==> config.mk <==
export PLATFORM = sky130hd
export DESIGN_NAME = flash_erase_seq
export DESIGN_NICKNAME = d
export VERILOG_FILES = /design/src/rtl/fes_pkg.sv /design/src/rtl/fes_cmd_decode.sv /design/src/rtl/fes_array.sv /design/src/rtl/flash_erase_seq.sv
export SDC_FILE = /design/constraint.sdc
export NUM_CORES = 1
export LEC_CHECK = 0
export ABC_CLOCK_PERIOD_IN_PS = 8000
export BUFFER_PORTS_ARGS = -buffer_cell sky130_fd_sc_hd__buf_4
export CORE_UTILIZATION = 35
export CTS_CLUSTER_SIZE = 10
export DETAILED_ROUTE_END_ITERATION = 12
export PLACE_DENSITY = 0.52
export SYNTH_ARGS = -nofsm -noshare
export SYNTH_HDL_FRONTEND = slang
export SYNTH_SLANG_ARGS = --single-unit
==> constraint.sdc <==
create_clock -name clk_i -period 8 [get_ports clk_i]
set_input_delay 2.4 -clock clk_i [delete_from_list [all_inputs] [get_ports clk_i]]
set_output_delay 2.4 -clock clk_i [all_outputs]
set_load 0.02 [all_outputs]
==> src/rtl/fes_pkg.sv <==
package fes_pkg;
    localparam logic [7:0] CODE_ERASE   = 8'h20;
    localparam logic [7:0] CODE_CONFIRM = 8'hD0;
    localparam int         STAT_READY   = 7;
    localparam int         STAT_FAIL    = 5;

    typedef enum logic [1:0] {
        ES_IDLE = 2'd0,
        ES_RUN  = 2'd1,
        ES_HOLD = 2'd2
    } es_state_e;
endpackage

==> src/rtl/fes_cmd_decode.sv <==
module fes_cmd_decode #(
    parameter int NUM_BLK = 8,
    parameter int AW      = 7,
    parameter int OFF_W   = 4,
    localparam int BLK_W  = AW - OFF_W
) (
    input  logic             clk_i,
    input  logic             rst_ni,
    input  logic             idle_i,
    input  logic             wr_i,
    input  logic [AW-1:0]    addr_i,
    input  logic [7:0]       data_i,
    input  logic [NUM_BLK-1:0] prot_i,
    output logic             start_o,
    output logic             reject_o,
    output logic [BLK_W-1:0] blk_o
);
    import fes_pkg::*;

    typedef struct packed {
        logic armed;
    } dec_t;

    dec_t dec_d, dec_q;
    logic guarded;

    assign blk_o = addr_i[AW-1:OFF_W];

    always_comb begin
        guarded = 1'b1;
        if (32'(blk_o) < NUM_BLK) begin
            guarded = prot_i[blk_o];
        end
    end

    always_comb begin
        dec_d    = dec_q;
        start_o  = 1'b0;
        reject_o = 1'b0;
        if (!idle_i) begin
            dec_d.armed = 1'b0;
        end else if (wr_i) begin
            if (dec_q.armed) begin
                dec_d.armed = 1'b0;
                if (data_i == CODE_CONFIRM) begin
                    start_o  = !guarded;
                    reject_o = guarded;
                end
            end else if (data_i == CODE_ERASE) begin
                dec_d.armed = 1'b1;
            end
        end
    end

    always_ff @(posedge clk_i) begin
        if (!rst_ni) begin
            dec_q <= '0;
        end else begin
            dec_q <= dec_d;
        end
    end
endmodule

==> src/rtl/fes_array.sv <==
module fes_array #(
    parameter int DEPTH = 128,
    parameter int AW    = 7
) (
    input  logic          clk_i,
    input  logic          rst_ni,
    input  logic          we_i,
    input  logic [AW-1:0] waddr_i,
    input  logic [AW-1:0] raddr_i,
    output logic [7:0]    rdata_o
);
    logic [7:0] mem_q [DEPTH];

    always_ff @(posedge clk_i) begin
        if (!rst_ni) begin
            for (int i = 0; i < DEPTH; i++) begin
                mem_q[i] <= 8'(i);
            end
        end else if (we_i) begin
            mem_q[waddr_i] <= 8'hFF;
        end
    end

    always_comb begin
        rdata_o = 8'h00;
        if (32'(raddr_i) < DEPTH) begin
            rdata_o = mem_q[raddr_i];
        end
    end
endmodule

==> src/rtl/flash_erase_seq.sv <==
module flash_erase_seq #(
    parameter int NUM_ROM_BLK  = 4,
    parameter int BLK_BYTES    = 16,
    parameter int CYC_PER_BYTE = 3,
    localparam int NUM_BLK     = NUM_ROM_BLK + 4,
    localparam int DEPTH       = NUM_BLK * BLK_BYTES,
    localparam int AW          = $clog2(DEPTH),
    localparam int OFF_W       = $clog2(BLK_BYTES),
    localparam int BLK_W       = AW - OFF_W,
    localparam int CYC_W       = (CYC_PER_BYTE > 1) ? $clog2(CYC_PER_BYTE) : 1
) (
    input  logic                   clk_i,
    input  logic                   rst_ni,
    input  logic                   bus_wr_i,
    input  logic [AW-1:0]          bus_addr_i,
    input  logic [7:0]             bus_data_i,
    input  logic [NUM_ROM_BLK-1:0] rom_lock_i,
    input  logic [3:0]             df_wp_i,
    input  logic                   rdy_irq_en_i,
    input  logic                   susp_en_i,
    input  logic                   susp_req_i,
    input  logic [AW-1:0]          rd_addr_i,
    output logic [7:0]             rd_data_o,
    output logic [7:0]             status_o,
    output logic                   rdy_irq_o
);
    import fes_pkg::*;

    typedef struct packed {
        es_state_e        st;
        logic [BLK_W-1:0] blk;
        logic [OFF_W-1:0] idx;
        logic [CYC_W-1:0] cyc;
        logic             ready;
        logic             fail;
        logic             irq;
    } eng_t;

    eng_t eng_d, eng_q;

    logic [NUM_BLK-1:0] prot;
    logic               start, reject;
    logic [BLK_W-1:0]   cmd_blk;
    logic               byte_we;

    assign prot = {df_wp_i, rom_lock_i};

    fes_cmd_decode #(
        .NUM_BLK (NUM_BLK),
        .AW      (AW),
        .OFF_W   (OFF_W)
    ) u_dec (
        .clk_i    (clk_i),
        .rst_ni   (rst_ni),
        .idle_i   (eng_q.st == ES_IDLE),
        .wr_i     (bus_wr_i),
        .addr_i   (bus_addr_i),
        .data_i   (bus_data_i),
        .prot_i   (prot),
        .start_o  (start),
        .reject_o (reject),
        .blk_o    (cmd_blk)
    );

    fes_array #(
        .DEPTH (DEPTH),
        .AW    (AW)
    ) u_arr (
        .clk_i   (clk_i),
        .rst_ni  (rst_ni),
        .we_i    (byte_we),
        .waddr_i ({eng_q.blk, eng_q.idx}),
        .raddr_i (rd_addr_i),
        .rdata_o (rd_data_o)
    );

    always_comb begin
        eng_d     = eng_q;
        eng_d.irq = 1'b0;
        byte_we   = 1'b0;
        unique case (eng_q.st)
            ES_IDLE: begin
                if (start) begin
                    eng_d.st    = ES_RUN;
                    eng_d.blk   = cmd_blk;
                    eng_d.idx   = '0;
                    eng_d.cyc   = '0;
                    eng_d.ready = 1'b0;
                    eng_d.fail  = 1'b0;
                end else if (reject) begin
                    eng_d.fail  = 1'b1;
                end
            end
            ES_RUN, ES_HOLD: begin
                if (prot[eng_q.blk]) begin
                    eng_d.st    = ES_IDLE;
                    eng_d.ready = 1'b1;
                    eng_d.fail  = 1'b1;
                    eng_d.irq   = rdy_irq_en_i && !eng_q.ready;
                end else if (eng_q.st == ES_HOLD) begin
                    if (!susp_req_i) begin
                        eng_d.st    = ES_RUN;
                        eng_d.ready = 1'b0;
                    end
                end else if (susp_en_i && susp_req_i) begin
                    eng_d.st    = ES_HOLD;
                    eng_d.ready = 1'b1;
                    eng_d.irq   = rdy_irq_en_i;
                end else if (eng_q.cyc == CYC_W'(CYC_PER_BYTE - 1)) begin
                    byte_we   = 1'b1;
                    eng_d.cyc = '0;
                    if (eng_q.idx == OFF_W'(BLK_BYTES - 1)) begin
                        eng_d.st    = ES_IDLE;
                        eng_d.ready = 1'b1;
                        eng_d.irq   = rdy_irq_en_i;
                    end else begin
                        eng_d.idx = eng_q.idx + 1'b1;
                    end
                end else begin
                    eng_d.cyc = eng_q.cyc + 1'b1;
                end
            end
            default: eng_d.st = ES_IDLE;
        endcase
    end

    always_ff @(posedge clk_i) begin
        if (!rst_ni) begin
            eng_q       <= '0;
            eng_q.st    <= ES_IDLE;
            eng_q.ready <= 1'b1;
        end else begin
            eng_q <= eng_d;
        end
    end

    always_comb begin
        status_o             = 8'h00;
        status_o[STAT_READY] = eng_q.ready;
        status_o[STAT_FAIL]  = eng_q.fail;
    end

    assign rdy_irq_o = eng_q.irq;
endmodule

==> impl_metrics.env <==
export IMPL_status="finished, final reports clean"
export IMPL_clock_latency_ps=420
export IMPL_hold_depth=2
export IMPL_synth_avg_cell_area_um2=9.84
export IMPL_dieArea_mm2=0.0230
export IMPL_grt_pass1_wl_mm=34.7
export IMPL_diodes=0
export IMPL_synth_main_ff_cell="dfxtp_1"
export IMPL_finClkSkew_ps=12.6
export IMPL_grt_start_max_net_pins=92
export IMPL_slew_headroom_pct=35.9
export IMPL_nets=847
export IMPL_numPortBuffers=42
export IMPL_die_h_um=152
export IMPL_drt_iter0_markers=496
export IMPL_cts_sinks=143
export IMPL_cts_resized=0
export IMPL_rsz0062_at_grt="no"
export IMPL_peakVddDrop_mv=0.103
export IMPL_p_leak_uw=0.00321
export IMPL_finalWirelength_mm=22.1
export IMPL_io_pins=53
export IMPL_setup_violations=0
export IMPL_slowest_stage="mux4_1"
export IMPL_finalCriticalPeriod_ps=7340
export IMPL_synth_largest_area_cell="dfxtp_1"
export IMPL_antenna_found_initial=0
export IMPL_critPathBufInv=2
export IMPL_gp_congestion=0.836
export IMPL_r2r_end="u_arr.mem_q[78][5]$_SDFFE_PP1N_"
export IMPL_worstHoldStart="u_arr.mem_q[55][6]$_SDFFE_PP1N_"
export IMPL_min_period_over_period_pct=91.8
export IMPL_core_mm2=0.0219
export IMPL_worst_pin_slew_ps=962
export IMPL_worstSetupEndpointType="primary output"
export IMPL_rrSetupSlack_ps=5340
export IMPL_yosysUniqueCellTypes=67
export IMPL_vias=6254
export IMPL_synth_seq_cells=143
export IMPL_critPathLaunchType="input pin"
export IMPL_dpl_hpwl_mm=14.5
export IMPL_ant_nets=0
export IMPL_fmax_ghz=0.136
export IMPL_max_clock_path_buffers=2
export IMPL_final_hold_viol_count=0
export IMPL_drv_cap=0
export IMPL_yosysWarnings=0
export IMPL_critPathMostFrequentCell="buf_4"
export IMPL_cp_cell_sequence="buf_4 -> mux4_1 -> mux4_2 -> mux2_2 -> or3_1 -> o41a_1 -> buf_4"
export IMPL_tritoncts="yes"
export IMPL_path_class="in2out"
export IMPL_track_usage_pct=20.2
export IMPL_grt_overflow_total=0
export IMPL_slew_viol_final=0
export IMPL_synth_edf_count=0
export IMPL_synth_most_common_cell="nand2_1"
export IMPL_synth_area_mm2=0.00783
export IMPL_syn2layout_area_growth_pct=12.8
export IMPL_async_reset_ff_share_pct=0
export IMPL_via_per_inst=5.70
export IMPL_rows=54
export IMPL_max_stage_delay_ps=670
export IMPL_numCtsBuffers=17
export IMPL_hold_path_end="u_arr.mem_q[55][6]$_SDFFE_PP1N_"
export IMPL_whs_ps=457
export IMPL_die_x_um=152
export IMPL_htreeDepth=4
export IMPL_synth_top_cells_by_count="nand2_1, dfxtp_1, o21ai_0, mux4_2, mux2i_1"
export IMPL_postCtsHoldBufs=0
export IMPL_ys_seq_area_share_pct=36.5
export IMPL_fin_setup_tns_ps=0
export IMPL_cts_setup_buffers=0
export IMPL_drc_errors=0
export IMPL_synth_top_area_share_pct=36.5
export IMPL_cts_root_buffer="clkbuf_16"
export IMPL_critPathArrivalTime_ps=4940
export IMPL_cellPowerDensity_mw_per_mm2=186
export IMPL_syn_inst=796
export IMPL_cpLargestDelayFamily="multiplexers"
export IMPL_path_clk_slew_ps=60
export IMPL_drive_above_1_share_pct=21.9
export IMPL_synth_area_leaders="dfxtp_1, mux4_2, nand2_1, o21ai_0, mux2i_1"
export IMPL_required_ps=5600
export IMPL_critical_path_peak_fanout=32
export IMPL_reg2reg_depth=6
export IMPL_r2r_start="eng_q[10]$_SDFFE_PN0P_"
export IMPL_wl_per_cell_um=20.1
export IMPL_first_pass_iters=5
export IMPL_first_global_vias=5948
export IMPL_hold_path_class="reg2reg"
export IMPL_initial_core_util_pct=35.8
## cell usage in the layout, fill, tap and decap left out, drive strengths merged, types with 3 or more instances in the layout
cell type and count:
buf 53, mux4 70, clkinv 7, mux2i 33, a32oi 3, a22oi 7
conb 6, a22o 3, mux2 13, or3 4, and3 4, a21oi 11
o211ai 3, a221oi 3, o22ai 3, nor2b 21, bufinv 3, nand3 23
ha 5, nand2 161, nand3b 3, o21ai 142, nand4 5, nor4 3
clkbuf 21, dfxtp 143, inv 6, nor2 23
## registers in the layout, indices dropped and copies added, names as in the netlist
register     flops
u_arr.mem_q    128
u_dec.dec_q      1
rdy_irq_o        1
eng_q           11
status_o         2
## worst reg2reg max path, delay by kind of cell (launching register included)
kind | cells | cell delay [ps]
and+or+nand+nor | 3 | 810
muxes | 2 | 890
DFF | 1 | 600
AOI/OAI and AO/OA | 1 | 280
## cell type report
cell class | instances | area, µm²
clock inverters | 10 | 138
well taps | 280 | 350
flip-flops and latches | 143 | 2860
multi-input cells | 583 | 4590
inverters | 8 | 30.0
repair buffers | 53 | 410
fillers | 2164 | 13100
clock buffers | 21 | 460
## routing by layer
metal | GRT usage (%) | vias to the layer above | share of wire, %
li1 | - | 2955 | -
met1 | 28.7 | 3103 | 48
met2 | 30.7 | 169 | 45
met3 | 4.22 | 27 | 5.5
met4 | 6.04 | 0 | 1.8
met5 | 0 | - | 0
## logic make-up (layout without fill, tap and decap cells)
logic type,Yosys count,in the layout,synth area share [%]
and+or+nand+nor,262,262,16.0
buffers and inverters,75,92,5.14
other,1,6,0.0479
muxes,116,116,26.8
adders and majority gates,5,5,0.799
xor gates and xnor gates,1,1,0.112
AOI/OAI and AO/OA,193,193,14.6
DFF,143,143,36.5
## power breakdown
group	switching, µW	internal, µW	total (µW)
clock network	308	505	812
logic	69.4	48.5	118
registers	0.00298	712	712
## how the worst max path moves through the flow
stage                       startpoint  depth (start not counted)            to  slack, ps
final                     rd_addr_i[0]                          7  rd_data_o[1]        660
after global routing      rd_addr_i[0]                          9  rd_data_o[7]        490
after CTS                 rd_addr_i[0]                          7  rd_data_o[1]        650
after detailed placement  rd_addr_i[0]                          7  rd_data_o[1]        660
after global placement    rd_addr_i[0]                          8  rd_data_o[3]        650
after floorplan           rd_addr_i[2]                          7  rd_data_o[0]       1260
## per-stage QoR
stage	total power [µW]	util [%]	std cells	worst slack (ps)	cell area, µm²
global route	1700	40.4	1098	493	8840
floorplan	812	-	801	1260	7850
finish	1640	40.4	1098	658	8840
CTS	1660	40.4	1098	649	8840
global placement	846	37.6	1067	647	8240
detailed placement	846	37.6	1067	661	8240
Power figures use the tool's default switching activity.
